**config.mk**
```make
export PLATFORM = sky130hd
export DESIGN_NAME = spi_status_ctrl
export DESIGN_NICKNAME = d
export VERILOG_FILES = /design/src/rtl/spi_status_ctrl.sv
export SDC_FILE = /design/constraint.sdc
export NUM_CORES = 1
export LEC_CHECK = 0
export ABC_AREA = 1
export BUFFER_PORTS_ARGS = -buffer_cell sky130_fd_sc_hd__buf_4
export CELL_PAD_IN_SITES_DETAIL_PLACEMENT = 0
export CELL_PAD_IN_SITES_GLOBAL_PLACEMENT = 1
export CORE_ASPECT_RATIO = 1.2
export CORE_MARGIN = 2
export CORE_UTILIZATION = 40
export CTS_BUF_LIST = sky130_fd_sc_hd__clkbuf_4 sky130_fd_sc_hd__clkbuf_8
export DETAILED_ROUTE_END_ITERATION = 7
export GPL_TIMING_DRIVEN = 0
export HOLD_SLACK_MARGIN = 0.15
export PLACE_DENSITY = 0.74
export SYNTH_ARGS = -nofsm -noshare
export SYNTH_HDL_FRONTEND = slang
export SYNTH_SLANG_ARGS = --single-unit
export TNS_END_PERCENT = 50
```
**constraint.sdc**
```tcl
create_clock -name clk -period 1.63 [get_ports clk]
set_clock_uncertainty 0.05 [all_clocks]
set_input_delay 0.0815 -clock clk [delete_from_list [all_inputs] [get_ports clk]]
set_output_delay 0.0815 -clock clk [all_outputs]
set_load 0.01 [all_outputs]
```
**src/rtl/spi_status_ctrl.sv**
```systemverilog
module spi_status_ctrl #(
  parameter int TW_CYCLES = 5000
) (
  input  logic clk,
  input  logic por_n,
  input  logic rst_n,
  input  logic cs_n,
  input  logic sck,
  input  logic mosi,
  output logic miso
);
  localparam int CW = $clog2(TW_CYCLES + 1);
  localparam logic [CW-1:0] TW_L = CW'(TW_CYCLES);
  localparam logic [7:0] OP_WREN  = 8'h06;
  localparam logic [7:0] OP_VWREN = 8'h50;
  localparam logic [7:0] OP_WRSR  = 8'h01;
  localparam logic [7:0] OP_RDSR  = 8'h05;

  logic          sck_q, cs_q;
  logic [4:0]    cnt;
  logic [7:0]    sh, op;
  logic [7:2]    nv, vol;
  logic          wel, busy, ve;
  logic [CW-1:0] tcnt;
  logic [2:0]    ridx;
  logic          miso_r;

  wire sck_rise = sck & ~sck_q & ~cs_n;
  wire sck_fall = ~sck & sck_q & ~cs_n;
  wire cs_rise  = cs_n & ~cs_q;
  wire has_op   = cnt >= 5'd8;
  wire [7:0] status = {vol, wel, busy};

  assign miso = miso_r;

  always_ff @(posedge clk) begin
    if (!por_n) begin
      sck_q <= 1'b0; cs_q <= 1'b1; cnt <= '0; sh <= '0; op <= '0;
      nv <= '0; vol <= '0; wel <= 1'b0; busy <= 1'b0; ve <= 1'b0;
      tcnt <= '0; ridx <= 3'd7; miso_r <= 1'b0;
    end else if (!rst_n) begin
      sck_q <= 1'b0; cs_q <= 1'b1; cnt <= '0; sh <= '0; op <= '0;
      vol <= nv; wel <= 1'b0; busy <= 1'b0; ve <= 1'b0;
      tcnt <= '0; ridx <= 3'd7; miso_r <= 1'b0;
    end else begin
      sck_q <= sck;
      cs_q  <= cs_n;
      if (cs_n) begin
        cnt <= '0; ridx <= 3'd7; miso_r <= 1'b0;
      end else begin
        if (sck_rise) begin
          sh <= {sh[6:0], mosi};
          if (cnt != 5'd31) cnt <= cnt + 5'd1;
          if (cnt == 5'd7) op <= {sh[6:0], mosi};
        end
        if (sck_fall && has_op && op == OP_RDSR) begin
          miso_r <= status[ridx];
          ridx   <= ridx - 3'd1;
        end
      end
      if (busy) begin
        if (tcnt == CW'(1)) begin
          busy <= 1'b0;
          wel  <= 1'b0;
        end
        tcnt <= tcnt - CW'(1);
      end else if (cs_rise && has_op) begin
        if (op == OP_WREN && cnt == 5'd8) begin
          wel <= 1'b1;
          ve  <= 1'b0;
        end else if (op == OP_VWREN && cnt == 5'd8) begin
          ve <= 1'b1;
        end else begin
          ve <= 1'b0;
          if (op == OP_WRSR && cnt == 5'd16) begin
            if (ve) begin
              vol <= sh[7:2];
            end else if (wel) begin
              vol  <= sh[7:2];
              nv   <= sh[7:2];
              busy <= 1'b1;
              tcnt <= TW_L;
            end
          end
        end
      end
    end
  end
endmodule

```
==> summary.txt <==
Floorplan
  • Die X-Extent: 80.4 µm
  • Starting density of the core: 41.1%
  • CORE AREA: 6810 µm²
  • Die height: 95.6 µm
  • FP Rows: 33
  • Total die area: 7690 µm²
  • I/O pin total: 7

Place
  • DP Wirelength: 5.02 mm
  • Pre-CTS setup slack: -0.141 ns
  • GP Congestion: 0.797
  • IO buf count: 5
  • Placed cell count: 491

Synth
  • #FFs+latches synth: 55
  • Seq/Total Area, Yosys: 39.3%
  • Post-Syn Nets: 411
  • Mapped Cells: 399
  • Ys Warns: 0
  • Syn_area_per_cell: 7.01 µm²
  • Post-Synth XOR/XNOR Area: 0%
  • Post-synthesis adder-cell area fraction: 2.68%
  • Unique masters post-synth: 33
  • Multiplexer share of the synthesized area: 2.41%
  • Simple-Gate Fraction of Synth Area: 29.1%
  • Post-synth ARST share: 0%
  • Synth Area in Compound Gates: 16.7%
  • Post-synth EDFFs: 0
  • Syn Std Cell Area: 2800 µm²
  • Top_reg_cell synth: dfxtp_1
  • Largest family of logic cells by synthesized area: simple AND/OR/NAND/NOR gates

Setup path
  • WS Path Type: reg -> reg
  • Setup crit start kind: flip-flop
  • WP data arrival: 1.72 ns
  • Worst-path fanout max: 10
  • CP required: 1.80 ns
  • Worst setup EP type: flip-flop

Clock tree
  • CTS Sinks: 55
  • Clock latency on the worst-skew pair: 0.32 ns
  • Clock Pin Slew Worst Setup and Hold Paths: 0.11 ns
  • Root buffer cell: clkbuf_8
  • # H-tree levels: 2
  • Cts bufs inserted: 5
  • CTS tree: done
  • Max clock buf depth: 2

Drt
  • DR vias: 2550
  • DR DRC count: 0
  • Final wirelength: 6.83 mm
  • Via-per-instance ratio: 5.02
  • Wire length per cell: 13.5 µm
  • 1st-iter DRT viols: 120
  • Final ANT Viol Nets: 0
  • First-pass DRT Iterations: 4

Power and ir drop
  • Pwr Total: 0.00260 W
  • Power Density: 774 nW/µm²
  • Maximum vdd drop: 0.000527 V
  • Leakage: 1.37 nW

Finish
  • Final nets: 432
  • Antenna diode count: 0
  • Area Growth Syn to Fin: 20.2%
  • Most frequent cells in the layout: 52 x dfxtp_1, 48 x inv_1, 46 x nor2_1, 46 x nand2_1, 40 x a21oi_1
  • Share of layout cells above drive strength 1: 21.4%
  • Fillcell total: 701
  • Finished Layout Cells: 508
  • Commonest non-fill, non-tap cell in the layout: dfxtp_1

Timing
  • Setup slack after layout: 0.0821 ns
  • RSZ-0062 raised after global routing: yes
  • Final Cycle Share: 95.0%
  • Final Hold Fails: 0
  • Slew margin rel.: 67.7%
  • Clock period minus worst slack: 1.55 ns
  • Fmax: 646 MHz
  • Pins Over Slew Limit: 0
  • Final Setup Violations: 0
  • WHS: 0.241 ns
  • Tightest Pin Transition: 0.484 ns

Worst hold path
  • HP Class: in -> reg

Global routing
  • Vias in the first global route: 2407
  • Grt met1 use: 22.7%
  • Initial antenna violation count: 0
  • Gr busiest metal: met2
  • Largest net degree at the start of global routing: 18
  • Routing usage on met2: 35.9%
  • Global-route wire length before repair: 11.5 mm
  • Global-route usage over all layers: 19.4%
  • Met3 Use GR: 3.41%
  • Grt total ovfl: 0

Status
  • Status: complete, no violations

Flow run
  • Max_cap viols: 0
-- area by class of cell --
class | instances | area, µm² | share of cell area (%)
clock buffers | 5 | 68.8 | 2.05
flip-flops and latches | 55 | 1100 | 32.8
multi-input cells | 277 | 1590 | 47.3
clock inverters | 3 | 67.6 | 2.01
plain buffers | 11 | 76.3 | 2.27
repair buffers | 14 | 133 | 3.94
inverters | 56 | 214 | 6.36
well taps | 87 | 109 | 3.24
-- state kept, by name, indices dropped and copies added (netlist names) --
register	flops
busy	1
cnt	5
cs_q	1
miso	1
nv	6
op	8
ridx	3
sck_q	1
sh	8
tcnt	13
ve	1
vol	6
wel	1
-- per-layer routing --
metal	part of all wire, %	vias up
li1	-	1344
met1	45	1184
met2	52	16
met3	1.6	6
met4	1.1	0
met5	0	-
-- cell families (layout without fill, tap and decap cells) --
logic type / count (synthesis) / count (layout)
buffers and inverters: 67 / 89
DFF: 55 / 55
and+or+nand+nor: 175 / 175
muxes: 6 / 6
AOI/OAI and AO/OA: 90 / 90
adders and majority gates: 6 / 6
-- worst max-delay path, cell delays in order, from the launching register on --
cell	delay, ns
dfxtp_2	0.37
ha_2	0.20
nand2_2	0.08
nor3_4	0.27
inv_2	0.10
buf_4	0.18
o21ai_0	0.15
a21oi_1	0.06
-- per-stage QoR --
stage	instance area, µm²	utilization [%]	TNS (ns)
after floorplan	2800	-	0
after global placement	2950	43.2	-1.03
after detailed placement	2950	43.2	-1.34
after CTS	3180	46.6	-0.0177
after global routing	3360	49.4	-0.0755
final	3360	49.4	0
-- repair_timing --
item,in CTS,in global routing
setup endpoints to repair,32,39
setup buffers,0,4
cloned,0,1
endpoints found under the hold margin,21,0
hold buffers,4,0
pin swaps,2,7
resized for setup,16,51
-- power breakdown --
group          total, W  switching, W  internal (W)
clock           0.00109      0.000477      0.000613
sequential      0.00137     0.0000120       0.00136
combinational  0.000143     0.0000854     0.0000571
-- synth_stat cells, types with 2 or more instances --
cell	n	area share, %
inv_1	53	7.1
inv_2	2	0.27
nor3_1	4	0.72
a31oi_1	2	0.45
buf_6	2	0.80
clkbuf_1	3	0.40
nand2_1	50	6.7
nor2_1	60	8.0
nand3_2	7	2.5
nand3_1	35	6.3
nand4_1	6	1.3
buf_2	4	0.72
o21ai_0	41	7.3
dfxtp_1	55	39
mux2_2	6	2.4
nand2_2	2	0.45
a21oi_1	42	7.5
ha_1	6	2.7
nor2_2	5	1.1
-- final timing paths --
check,slack (ns),depth (start not counted),end,from
min reg2reg,0.42,2,miso,miso
max,0.08,7,op[3],cnt[0]
min,0.24,5,vol[2],rst_n
max reg2reg,0.08,7,op[3],cnt[0]
Power figures use the tool's default switching activity.
